--- src/rtl/excp_ctl_pkg.sv ---
package excp_ctl_pkg;
  localparam int WORD_W   = 32;
  localparam int FIELD_W  = 9;
  localparam int VT_ALIGN = 7;

  localparam logic [1:0] RA_TYPE   = 2'd0;
  localparam logic [1:0] RA_STATE  = 2'd1;
  localparam logic [1:0] RA_VTBASE = 2'd2;
  localparam logic [1:0] RA_RSTCTL = 2'd3;

  localparam logic [15:0] RST_KEY_WR = 16'h05FA;
  localparam logic [15:0] RST_KEY_RD = 16'hFA05;

  localparam int ST_RTB      = 11;
  localparam int ST_PEND_LSB = 12;
  localparam int ST_EXTP     = 22;
  localparam int ST_TICK_CLR = 25;
  localparam int ST_TICK     = 26;
  localparam int ST_PSV_CLR  = 27;
  localparam int ST_PSV      = 28;
  localparam int ST_NMI      = 31;

  localparam int VEC_NMI  = 2;
  localparam int VEC_PSV  = 14;
  localparam int VEC_TICK = 15;

  localparam int INT_EXT_BASE = 32;
  localparam int HW_EXT_BASE  = 16;

  typedef struct packed {
    logic nmi_set;
    logic psv_set;
    logic psv_clr;
    logic tick_set;
    logic tick_clr;
  } pend_strobe_t;
endpackage

--- src/rtl/excp_state_pack.sv ---
module excp_state_pack
  import excp_ctl_pkg::*;
#(
  parameter int NUM_EXT = 64,
  parameter int IW      = 7
) (
  input  logic              act_valid,
  input  logic [IW-1:0]     act_num,
  input  logic              act_nested,
  input  logic              pend_valid,
  input  logic [IW-1:0]     pend_num,
  input  logic [15:0]       sys_pend,
  input  logic [NUM_EXT-1:0] ext_pend,
  output logic [WORD_W-1:0] state_word
);
  localparam int REMAP_OFS = INT_EXT_BASE - HW_EXT_BASE;

  function automatic logic [FIELD_W-1:0] to_hw(input logic [IW-1:0] n);
    logic [FIELD_W-1:0] w;
    w = FIELD_W'(n);
    if (w >= FIELD_W'(INT_EXT_BASE)) w = w - FIELD_W'(REMAP_OFS);
    return w;
  endfunction

  logic [FIELD_W-1:0] act_field;
  logic [FIELD_W-1:0] pend_field;
  logic               ret_base;
  logic               ext_any;
  logic               unused_sys;

  assign act_field  = act_valid  ? to_hw(act_num)  : '0;
  assign pend_field = pend_valid ? to_hw(pend_num) : '0;
  assign ret_base   = !act_valid || !act_nested;
  assign ext_any    = |ext_pend;
  assign unused_sys = ^{sys_pend[13:3], sys_pend[1:0]};

  always_comb begin
    state_word = '0;
    state_word[FIELD_W-1:0]                     = act_field;
    state_word[ST_RTB]                          = ret_base;
    state_word[ST_PEND_LSB +: FIELD_W]          = pend_field;
    state_word[ST_EXTP]                         = ext_any;
    state_word[ST_TICK]                         = sys_pend[VEC_TICK];
    state_word[ST_PSV]                          = sys_pend[VEC_PSV];
    state_word[ST_NMI]                          = sys_pend[VEC_NMI];
  end
endmodule

--- src/rtl/excp_pend_strobe.sv ---
module excp_pend_strobe
  import excp_ctl_pkg::*;
(
  input  logic         clk,
  input  logic         rst,
  input  logic         hit,
  input  logic         nmi_bit,
  input  logic [1:0]   psv_bits,
  input  logic [1:0]   tick_bits,
  output pend_strobe_t strobe
);
  logic [1:0] set_q;
  logic [1:0] clr_q;
  logic [1:0] set_in [2];
  logic [1:0] unused_in;

  assign set_in[0] = psv_bits;
  assign set_in[1] = tick_bits;
  assign unused_in = '0;

  genvar g;
  generate
    for (g = 0; g < 2; g++) begin : g_pair
      always_ff @(posedge clk) begin
        if (rst) begin
          set_q[g] <= 1'b0;
          clr_q[g] <= 1'b0;
        end else begin
          set_q[g] <= hit && set_in[g][1];
          clr_q[g] <= hit && set_in[g][0] && !set_in[g][1];
        end
      end
    end
  endgenerate

  logic nmi_q;
  always_ff @(posedge clk) begin
    if (rst) nmi_q <= 1'b0;
    else     nmi_q <= hit && nmi_bit;
  end

  assign strobe.nmi_set  = nmi_q;
  assign strobe.psv_set  = set_q[0];
  assign strobe.psv_clr  = clr_q[0];
  assign strobe.tick_set = set_q[1];
  assign strobe.tick_clr = clr_q[1];
endmodule

--- src/rtl/excp_cfg_regs.sv ---
module excp_cfg_regs
  import excp_ctl_pkg::*;
(
  input  logic                       clk,
  input  logic                       rst,
  input  logic                       vt_wr,
  input  logic [WORD_W-VT_ALIGN-1:0] vt_data,
  input  logic                       rc_wr,
  input  logic [15:0]                rc_key,
  input  logic                       rc_req,
  output logic [WORD_W-1:0]          vtbase,
  output logic                       sysreset_req
);
  logic [WORD_W-VT_ALIGN-1:0] vt_q;

  always_ff @(posedge clk) begin
    if (rst) begin
      vt_q         <= '0;
      sysreset_req <= 1'b0;
    end else begin
      if (vt_wr) vt_q <= vt_data;
      sysreset_req <= rc_wr && (rc_key == RST_KEY_WR) && rc_req;
    end
  end

  assign vtbase = {vt_q, {VT_ALIGN{1'b0}}};
endmodule

--- src/rtl/excp_ctl_regs.sv ---
module excp_ctl_regs
  import excp_ctl_pkg::*;
#(
  parameter int NUM_EXT = 64,
  parameter int IW      = $clog2(INT_EXT_BASE + NUM_EXT)
) (
  input  logic               clk,
  input  logic               rst,
  input  logic               reg_wr,
  input  logic [1:0]         reg_addr,
  input  logic [31:0]        reg_wdata,
  output logic [31:0]        reg_rdata,
  input  logic               act_valid,
  input  logic [IW-1:0]      act_num,
  input  logic               act_nested,
  input  logic               pend_valid,
  input  logic [IW-1:0]      pend_num,
  input  logic [15:0]        sys_pend,
  input  logic [NUM_EXT-1:0] ext_pend,
  output logic               nmi_pend_set,
  output logic               pendsv_pend_set,
  output logic               pendsv_pend_clr,
  output logic               systick_pend_set,
  output logic               systick_pend_clr,
  output logic [31:0]        vtbase,
  output logic               sysreset_req
);
  localparam int NUM_LINES = INT_EXT_BASE + NUM_EXT;
  localparam logic [WORD_W-1:0] TYPE_VAL = WORD_W'(NUM_LINES / 32 - 1);

  logic [WORD_W-1:0] state_word;
  pend_strobe_t      strobe;
  logic              unused_wdata;

  assign unused_wdata = ^{reg_wdata[6:3], reg_wdata[1:0]};

  excp_state_pack #(.NUM_EXT(NUM_EXT), .IW(IW)) u_pack (
    .act_valid  (act_valid),
    .act_num    (act_num),
    .act_nested (act_nested),
    .pend_valid (pend_valid),
    .pend_num   (pend_num),
    .sys_pend   (sys_pend),
    .ext_pend   (ext_pend),
    .state_word (state_word)
  );

  excp_pend_strobe u_strobe (
    .clk       (clk),
    .rst       (rst),
    .hit       (reg_wr && reg_addr == RA_STATE),
    .nmi_bit   (reg_wdata[ST_NMI]),
    .psv_bits  ({reg_wdata[ST_PSV], reg_wdata[ST_PSV_CLR]}),
    .tick_bits ({reg_wdata[ST_TICK], reg_wdata[ST_TICK_CLR]}),
    .strobe    (strobe)
  );

  excp_cfg_regs u_cfg (
    .clk          (clk),
    .rst          (rst),
    .vt_wr        (reg_wr && reg_addr == RA_VTBASE),
    .vt_data      (reg_wdata[WORD_W-1:VT_ALIGN]),
    .rc_wr        (reg_wr && reg_addr == RA_RSTCTL),
    .rc_key       (reg_wdata[31:16]),
    .rc_req       (reg_wdata[2]),
    .vtbase       (vtbase),
    .sysreset_req (sysreset_req)
  );

  always_ff @(posedge clk) begin
    if (rst) begin
      reg_rdata <= '0;
    end else begin
      case (reg_addr)
        RA_TYPE:   reg_rdata <= TYPE_VAL;
        RA_STATE:  reg_rdata <= state_word;
        RA_VTBASE: reg_rdata <= vtbase;
        default:   reg_rdata <= {RST_KEY_RD, 16'h0000};
      endcase
    end
  end

  assign nmi_pend_set     = strobe.nmi_set;
  assign pendsv_pend_set  = strobe.psv_set;
  assign pendsv_pend_clr  = strobe.psv_clr;
  assign systick_pend_set = strobe.tick_set;
  assign systick_pend_clr = strobe.tick_clr;
endmodule

--- config.mk ---
export PLATFORM = sky130hd
export DESIGN_NAME = excp_ctl_regs
export DESIGN_NICKNAME = d
export VERILOG_FILES = /design/src/rtl/excp_ctl_pkg.sv /design/src/rtl/excp_state_pack.sv /design/src/rtl/excp_pend_strobe.sv /design/src/rtl/excp_cfg_regs.sv /design/src/rtl/excp_ctl_regs.sv
export SDC_FILE = /design/constraint.sdc
export NUM_CORES = 1
export LEC_CHECK = 0
export BUFFER_PORTS_ARGS = -buffer_cell sky130_fd_sc_hd__buf_2
export CAP_MARGIN = 15
export CORE_ASPECT_RATIO = 1.1
export CORE_MARGIN = 2
export CORE_UTILIZATION = 38
export DETAILED_ROUTE_END_ITERATION = 8
export PLACE_DENSITY = 0.89
export SLEW_MARGIN = 20
export SYNTH_ARGS = -nofsm -noshare
export SYNTH_HDL_FRONTEND = slang
export SYNTH_SLANG_ARGS = --single-unit
--- constraint.sdc ---
create_clock -name clk -period 1.7 [get_ports clk]
set_input_delay 0.34 -clock clk [delete_from_list [all_inputs] [get_ports clk]]
set_output_delay 0.34 -clock clk [all_outputs]
set_load 0.03 [all_outputs]
==> results.md, run 1 <==
- Tot Pwr: 3.368 mW
- Worst path cell trace: buf_2 -> nor4_1 -> nand4_1 -> or4_1 -> a22o_1
- Share of cells above drive strength 1: 0.4413
- Setup bufs post-CTS: 0
- Startpoint Class: input port
- DRC violations left: 0
- Seq cells post-synth: 63
- Seq/Total Area, Yosys: 0.5370
- Post-synth top flop: dfxtp_1
- Cell Rows: 30
- Syn avg cell area: 8.698 µm²
- Antenna Diode Count: 0
- Leading area contributor after synthesis: dfxtp_1
- Die H: 86.45 µm
- H-tree Lvls: 3
- Fmax: 687.2 MHz
- Synth area leaders: dfxtp_1 (54%), nand2_1 (9.1%), a21oi_1 (6.6%)
- Top cells by count, synth: dfxtp_1 (63), nand2_1 (57), a21oi_1 (31)
- Avg WL per Cell: 13.43 µm
- Vias in the first global route: 2522
- CTS tree: done
- Worst Hold Class: in2reg
- Final ANT Viol Nets: 0
- Overall routing resource usage: 0.2170
- First-pass GRT wire length: 11330 µm
- CP Class: in2reg
- Critical Path End Type: register
- Lkg Pwr: 1.784 nW
- Syn Std Cell Area: 0.002349 mm²
- Async S/R FF share, synth: 0
- Pin count of the biggest net entering global routing: 22
- Critical Path AT: 1.67 ns
- Starting Density: 0.3862
- Num CTS Buffers: 9
- CP bufs+invs: 1
- Clock root buffer: clkbuf_8
- Top-count cell post-synth: dfxtp_1
- Fin nets: 592
- WP data required: 1.92 ns
- Largest stage delay, worst path: 0.48 ns
- Max Root-Sink Buffers: 2
- Setup violators final: 0
- Total gr overflow: 0
- Clock sink count: 63
- Initial antenna violation count: 0
- Number of buffers inserted by hold repair at cts: 0
- Clock slew at reported path FFs: 0.07 ns
- RSZ-0062 raised after global routing: false
- Worst Clk Skew: 0.01003 ns
- Max-cap viol count: 0
- Final Max Tran Viols: 0
- Area grow syn2layout: 50.93%
- Post-Route Utilization: 0.5829
- Worst vdd ir: 530.3 µV
- Setup TNS: 0 ns
- IO Count: 204
- Synth top area share: 0.5370
- Fin crit share: 0.8560
- Gpl congestion: 0.8201
- Buffers on Ports: 177
- Synth warn: 0
- CP max FO: 1
- Core ar.: 0.006081 mm²
- Top delay family on crit path: simple AND/OR/NAND/NOR gates
- Post-synth EDFFs: 0
- Total wire length: 7250 µm
- Synth unique cells: 30
- Die W: 78.96 µm
- Gates resized, CTS repair: 0
- Iter 0 DRT Violations: 61
- Full die area: 0.006826 mm²
- Final min period: 1.455 ns
- Final-report hold violation count: 0
- Pre-antenna DRT Iters: 4
- Power per cell area: 950.2 mW/mm²
- Avg Vias per Cell: 4.752
- Clock latency on the worst-skew pair: 0.33 ns
- Via total after detailed routing: 2566
- Worst path slowest cell: or4_1
- Status: finished, final reports clean
- HPWL after detailed placement: 5887 µm
- Synth Instances: 270
layer usage:
| metal | track usage | routed length [µm] | vias up | share of wire |
|---|---|---|---|---|
| met5 | 0 | 0 | - | 0 |
| met4 | 0.09718 | 62 | 0 | 0.0086 |
| met3 | 0.05833 | 541 | 8 | 0.075 |
| met2 | 0.3753 | 3657 | 106 | 0.50 |
| met1 | 0.2520 | 2989 | 1173 | 0.41 |
| li1 | - | - | 1279 | - |
state kept, by name, indices dropped and copies added (netlist names):
name,flops
u_cfg.vt_q,25
u_strobe.strobe,4
u_strobe.nmi_q,1
reg_rdata,32
u_cfg.sysreset_req,1
power by group:
| group | switching, mW | total [mW] | internal (mW) |
|---|---|---|---|
| registers | 0.0191 | 1.54 | 1.52 |
| logic | 0.263 | 0.446 | 0.183 |
| clock network | 0.532 | 1.39 | 0.853 |
| total | 0.814 | 3.37 | 2.55 |
worst paths after layout:
path                              startpoint                            end  slack, ns  cells after the start
setup / recovery                ext_pend[18]       reg_rdata[22]$_SDFF_PP0_       0.24                      5
hold / removal                 reg_wdata[28]  u_strobe.strobe[2]$_SDFF_PP0_       0.23                      2
setup reg to reg  u_cfg.vt_q[9]$_SDFFE_PP0P_       reg_rdata[16]$_SDFF_PP0_       1.00                      2
hold reg to reg   u_cfg.vt_q[3]$_SDFFE_PP0P_     u_cfg.vt_q[3]$_SDFFE_PP0P_       0.47                      2
metrics by stage:
stage / cell area [µm²] / setup WS, ns / hold slack (ns) / std cells
6_report: 3545 / 0.2447 / 0.2282 / 540
5_1_grt: 3545 / 0.1142 / 0.2233 / 540
4_1_cts: 3545 / 0.2811 / 0.2107 / 540
3_3_place_gp: 3333 / -0.09263 / 0.4504 / 525
3_5_place_dp: 3333 / -0.07342 / 0.4647 / 525
2_1_floorplan: 2371 / 0.1975 / 0.4128 / 276
area by class of cell:
type                    instances  area (µm²)
clock buffers                  11       141.4
clock inverters                 4       70.07
fillers                       570        2536
inverters                       5       18.77
multi-input cells             190       979.7
flip-flops and latches         63        1261
well taps                      80       100.1
repair buffers                187       973.4
cell families (layout without fill, tap and decap cells):
group / after synthesis / in the layout / share of synthesized area
AO/OA/AOI/OAI: 44 / 44 / 0.1028
XOR/XNOR: 2 / 2 / 0.007460
adder cells (fa/ha/maj): 2 / 2 / 0.01065
buffers and inverters: 23 / 207 / 0.05541
flip-flops: 63 / 63 / 0.5370
multiplexers: 1 / 1 / 0.004795
other: 1 / 7 / 0.001597
AND/OR/NAND/NOR: 134 / 134 / 0.2802
placed cells by master, fill, tap and decap left out:
cell,Yosys,final
a211oi_1,1,1
a21oi_1,31,31
a22o_1,1,1
a22oi_1,6,6
and2_1,11,11
and3_1,6,6
buf_12,0,1
buf_2,2,177
buf_4,11,9
bufinv_16,0,2
clkbuf_1,4,1
clkbuf_8,0,10
clkinv_2,0,2
conb_1,1,7
dfxtp_1,63,63
ha_1,2,2
inv_1,5,5
mux2_2,1,1
nand2_1,57,57
nand2b_1,2,2
nand3_1,2,2
nand3b_1,2,2
nand4_1,6,6
nor2_1,21,21
nor2b_1,3,3
nor3_1,1,1
nor3b_1,3,3
nor4_1,17,17
nor4_2,1,1
o21ai_0,5,5
or4_1,1,1
or4bb_1,1,1
xnor2_1,2,2
Power figures use the tool's default switching activity.
==> run 2, diff against run 1 <==
--- a/config.mk
+++ b/config.mk
@@ -10,7 +10,9 @@
 export CORE_ASPECT_RATIO = 1.1
 export CORE_MARGIN = 2
 export CORE_UTILIZATION = 38
+export CTS_CLUSTER_DIAMETER = 200
 export DETAILED_ROUTE_END_ITERATION = 8
+export MAX_ROUTING_LAYER = met4
 export PLACE_DENSITY = 0.89
 export SLEW_MARGIN = 20
 export SYNTH_ARGS = -nofsm -noshare
==> constraint.sdc (replaced) <==
create_clock -name clk -period 1.7 [get_ports clk]
set_input_delay 0.34 -clock clk [delete_from_list [all_inputs] [get_ports clk]]
set_output_delay 0.34 -clock clk [all_outputs]
set_load 0.1 [all_outputs]
==> results.md, run 2 (synthesis results as in run 1) <==
- Max FFs per register: 32
- Pre-antenna DRT Iters: 4
- Cell Rows: 30
- Die H: 86.45 µm
- Buffers on Ports: 177
- Share of cells above drive strength 1: 0.4413
- Area grow syn2layout: 50.93%
- Starting Density: 0.3862
- Antenna Diode Count: 0
- Setup TNS: 0 ns
- IO Count: 204
- Clock slew at reported path FFs: 0.06 ns
- Max-cap viol count: 0
- Total gr overflow: 0
- Num CTS Buffers: 9
- Via total after detailed routing: 2571
- Final-report hold violation count: 0
- Worst Hold Class: in2reg
- Worst Clk Skew: 0.008458 ns
- Fin nets: 592
- Core ar.: 0.006081 mm²
- Pin count of the biggest net entering global routing: 22
- Startpoint Class: register
- H-tree Lvls: 3
- Met3 Usage GRT: 0.05000
- Final ANT Viol Nets: 0
- Placed cells: 525
- First-pass GRT wire length: 11330 µm
- Lkg Pwr: 1.784 nW
- Number of buffers inserted by hold repair at cts: 0
- Commonest non-fill, non-tap cell in the layout: buf_2
- Clock sink count: 63
- Post-Layout Cell Count: 540
- Gates resized, CTS repair: 0
- Overall routing resource usage: 0.2234
- Avg WL per Cell: 13.48 µm
- Setup violators final: 0
- Clock latency on the worst-skew pair: 0.33 ns
- Worst path cell trace: buf_2
- Max Root-Sink Buffers: 2
- GRT met1 Usage: 0.2572
- Fmax: 671.0 MHz
- Iter 0 DRT Violations: 58
- GR peak layer: met2
- Fin crit share: 0.8766
- Post-Route Utilization: 0.5829
- Vias in the first global route: 2519
- Full die area: 0.006826 mm²
- Critical Path End Type: output pin
- Worst vdd ir: 571.1 µV
- Gpl congestion: 0.8325
- Leading cell types in the layout, fill and taps excluded: buf_2 (177), dfxtp_1 (63), nand2_1 (57)
- Critical Path AT: 1.15 ns
- Worst path slowest cell: buf_2
- Met2 GRT Util: 0.3753
- Initial antenna violation count: 0
- Final min period: 1.490 ns
- Top delay family on crit path: buffers and inverters
- DRC violations left: 0
- Final Max Tran Viols: 0
- WP data required: 1.36 ns
- Biggest register: reg_rdata
- RSZ-0062 raised after global routing: false
- CP max FO: 3
- CP Class: reg2out
- HPWL after detailed placement: 5887 µm
- Largest stage delay, worst path: 0.45 ns
- CP bufs+invs: 1
- CTS tree: done
- Status: finished, final reports clean
- Setup bufs post-CTS: 0
- Power per cell area: 1026 mW/mm²
- Avg Vias per Cell: 4.761
- Clock root buffer: clkbuf_8
- Die W: 78.96 µm
- Total wire length: 7278 µm
==> run 2: cell counts in the layout (fill, tap and decap cells not counted) <==
No cell type changed its count.
==> run 2: worst paths after layout <==
path | start | end | slack [ns] | cells after the start
max | u_cfg.vt_q[8]$_SDFFE_PP0P_ | vtbase[15] | 0.21 | 1
min | reg_wdata[28] | u_strobe.strobe[2]$_SDFF_PP0_ | 0.23 | 2
max reg2reg | u_cfg.vt_q[9]$_SDFFE_PP0P_ | reg_rdata[16]$_SDFF_PP0_ | 1.00 | 2
min reg2reg | u_cfg.vt_q[3]$_SDFFE_PP0P_ | u_cfg.vt_q[3]$_SDFFE_PP0P_ | 0.47 | 2
==> run 2: worst register-to-register path, stage by stage (launching register included) <==
cell	delay (ns)
dfxtp_1	0.33
o21ai_0	0.18
a21oi_1	0.08
==> run 2: per-stage QoR <==
stage | power [mW] | area (µm²) | setup WS (ns) | hold slack [ns]
global route | 3.773 | 3545 | 0.1142 | 0.2233
detailed placement | 2.282 | 3333 | -0.07342 | 0.4647
CTS | 3.671 | 3545 | 0.1921 | 0.2107
floorplan | 2.063 | 2371 | 0.1966 | 0.4128
global placement | 2.268 | 3333 | -0.09263 | 0.4504
finish | 3.638 | 3545 | 0.2097 | 0.2285
==> run 2: layout make-up <==
cell class | instances | area, µm²
clock buffers | 11 | 141.4
clock inverters | 4 | 70.07
fillers | 570 | 2536
inverters | 5 | 18.77
multi-input cells | 190 | 979.7
flip-flops and latches | 63 | 1261
well taps | 80 | 100.1
repair buffers | 187 | 973.4
==> run 2: report_power, final <==
part           leakage, nW  switching, mW  internal (mW)
combinational         1.16          0.529          0.182
clock                0.109          0.537          0.853
sequential           0.512         0.0192           1.52
total                 1.78           1.09           2.55
==> run 2: layer usage <==
layer	share of wire	up-vias
li1	-	1278
met3	0.069	10
met2	0.50	110
met1	0.42	1173
met5	0	-
met4	0.011	0
==> run 3, diff against run 2 <==
--- a/config.mk
+++ b/config.mk
@@ -14,6 +14,7 @@
 export DETAILED_ROUTE_END_ITERATION = 8
 export MAX_ROUTING_LAYER = met4
 export PLACE_DENSITY = 0.89
+export RECOVER_POWER = 25
 export SLEW_MARGIN = 20
 export SYNTH_ARGS = -nofsm -noshare
 export SYNTH_HDL_FRONTEND = slang
==> results.md, run 3 (synthesis results as in run 1) <==
- Clock root buffer: clkbuf_8
- First-pass GRT wire length: 11330 µm
- Iter 0 DRT Violations: 58
- Hold path endpoint: u_strobe.strobe[2]$_SDFF_PP0_
- Total gr overflow: 0
- Top delay family on crit path: buffers and inverters
- Worst path slowest cell: buf_2
- Worst path cell trace: buf_2
- Hold Crit Depth: 2
- CP bufs+invs: 1
- Power per cell area: 1030 mW/mm²
- Fin crit share: 0.8730
- CTS tree: done
- Pin count of the biggest net entering global routing: 22
- Clock sink count: 63
- DRC violations left: 0
- Clock latency on the worst-skew pair: 0.33 ns
- Lkg Pwr: 1.767 nW
- Die W: 78.96 µm
- HPWL after detailed placement: 5887 µm
- Via total after detailed routing: 2582
- Setup WS post-layout: 0.2159 ns
- Worst Hold Class: in2reg
- Setup bufs post-CTS: 0
- Post-placement setup slack: -0.07342 ns
- CP Class: reg2out
- FF-to-FF setup slack: 0.97 ns
- Vias in the first global route: 2519
- Initial antenna violation count: 0
- IO Count: 204
- Buffers on Ports: 177
- Antenna Diode Count: 0
- H-tree Lvls: 3
- Status: finished, final reports clean
- Worst vdd ir: 568.9 µV
- Worst Hold Slack: 0.2283 ns
- Critical Path End Type: output pin
- Max-cap viol count: 0
- Final Max Tran Viols: 0
- Total wire length: 7248 µm
- Critical Path AT: 1.14 ns
- Worst hold path startpoint: reg_wdata[28]
- Gpl congestion: 0.8325
- Core ar.: 0.006081 mm²
- Area grow syn2layout: 50.24%
- Leading cell types in the layout, fill and taps excluded: buf_2 (177), dfxtp_1 (63), nand2_1 (57)
- Biggest register: reg_rdata
- Pre-antenna DRT Iters: 4
- Final-report hold violation count: 0
- Worst Clk Skew: 0.009154 ns
- Tot Pwr: 3.633 mW
- Fin nets: 592
- Fmax: 673.8 MHz
- Num CTS Buffers: 9
- Gates resized, CTS repair: 0
- Startpoint Class: register
- Worst-margin pin slew: 0.8026 ns
- Full die area: 0.006826 mm²
- Avg WL per Cell: 13.42 µm
- Cell Rows: 30
- Max Root-Sink Buffers: 2
- Starting Density: 0.3862
- Reg2reg path depth: 2
- Final ANT Viol Nets: 0
- Reg-to-Reg Start: u_cfg.vt_q[9]$_SDFFE_PP0P_
- Max FFs per register: 32
- Die H: 86.45 µm
- CP max FO: 3
- RR Endpoint: reg_rdata[16]$_SDFF_PP0_
- Avg Vias per Cell: 4.781
- Clock slew at reported path FFs: 0.06 ns
- RSZ-0062 raised after global routing: false
- Share of cells above drive strength 1: 0.4348
- Largest stage delay, worst path: 0.45 ns
- Commonest non-fill, non-tap cell in the layout: buf_2
- Overall routing resource usage: 0.2234
- Slew headroom: 0.4649
- Setup violators final: 0
- WP data required: 1.36 ns
- Number of buffers inserted by hold repair at cts: 0
- Final min period: 1.484 ns
## run 3: cell count changes in the layout (fill, tap and decap cells not counted), sizes merged
cell    previous run  this run
clkbuf            11        16
buf              187       182
## run 3: area by class of cell
| type | count | area (µm²) |
|---|---|---|
| Multi-Input combinational cell | 190 | 979.7 |
| Clock inverter | 4 | 70.07 |
| Inverter | 5 | 18.77 |
| Clock buffer | 11 | 141.4 |
| Tap cell | 80 | 100.1 |
| Timing Repair Buffer | 187 | 957.2 |
| Fill cell | 575 | 2552 |
| Sequential cell | 63 | 1261 |
## run 3: through the flow
step                area, µm²  instances  setup TNS, ns    util
detailed placement       3333        525       -0.07342  0.5481
floorplan                2371        276              0       -
global placement         3333        525       -0.09263  0.5481
finish                   3528        540              0  0.5802
CTS                      3545        540              0  0.5829
global route             3528        540              0  0.5802
## run 3: where the power goes
group / leakage (nW) / switching (mW) / internal [mW]
Sequential: 0.512 / 0.0191 / 1.52
Clock: 0.109 / 0.536 / 0.853
Combinational: 1.15 / 0.529 / 0.178
Total: 1.77 / 1.08 / 2.55
## run 3: metal layers
| metal | track usage | part of all wire | up-vias |
|---|---|---|---|
| met3 | 0.05000 | 0.071 | 11 |
| met5 | - | 0 | - |
| met1 | 0.2572 | 0.42 | 1179 |
| li1 | - | - | 1279 |
| met4 | 0.09718 | 0.013 | 0 |
| met2 | 0.3753 | 0.50 | 113 |
## run 3: worst max-delay path by stage
stage,startpoint,endpoint,slack [ns],depth (start not counted)
after floorplan,ext_pend[52],reg_rdata[22]$_SDFF_PP0_,0.20,4
after global placement,ext_pend[0],reg_rdata[22]$_SDFF_PP0_,-0.09,5
after detailed placement,ext_pend[18],reg_rdata[22]$_SDFF_PP0_,-0.07,5
after CTS,u_cfg.vt_q[8]$_SDFFE_PP0P_,vtbase[15],0.19,1
after global routing,rst,reg_rdata[14]$_SDFF_PP0_,0.08,4
final,u_cfg.vt_q[8]$_SDFFE_PP0P_,vtbase[15],0.22,1
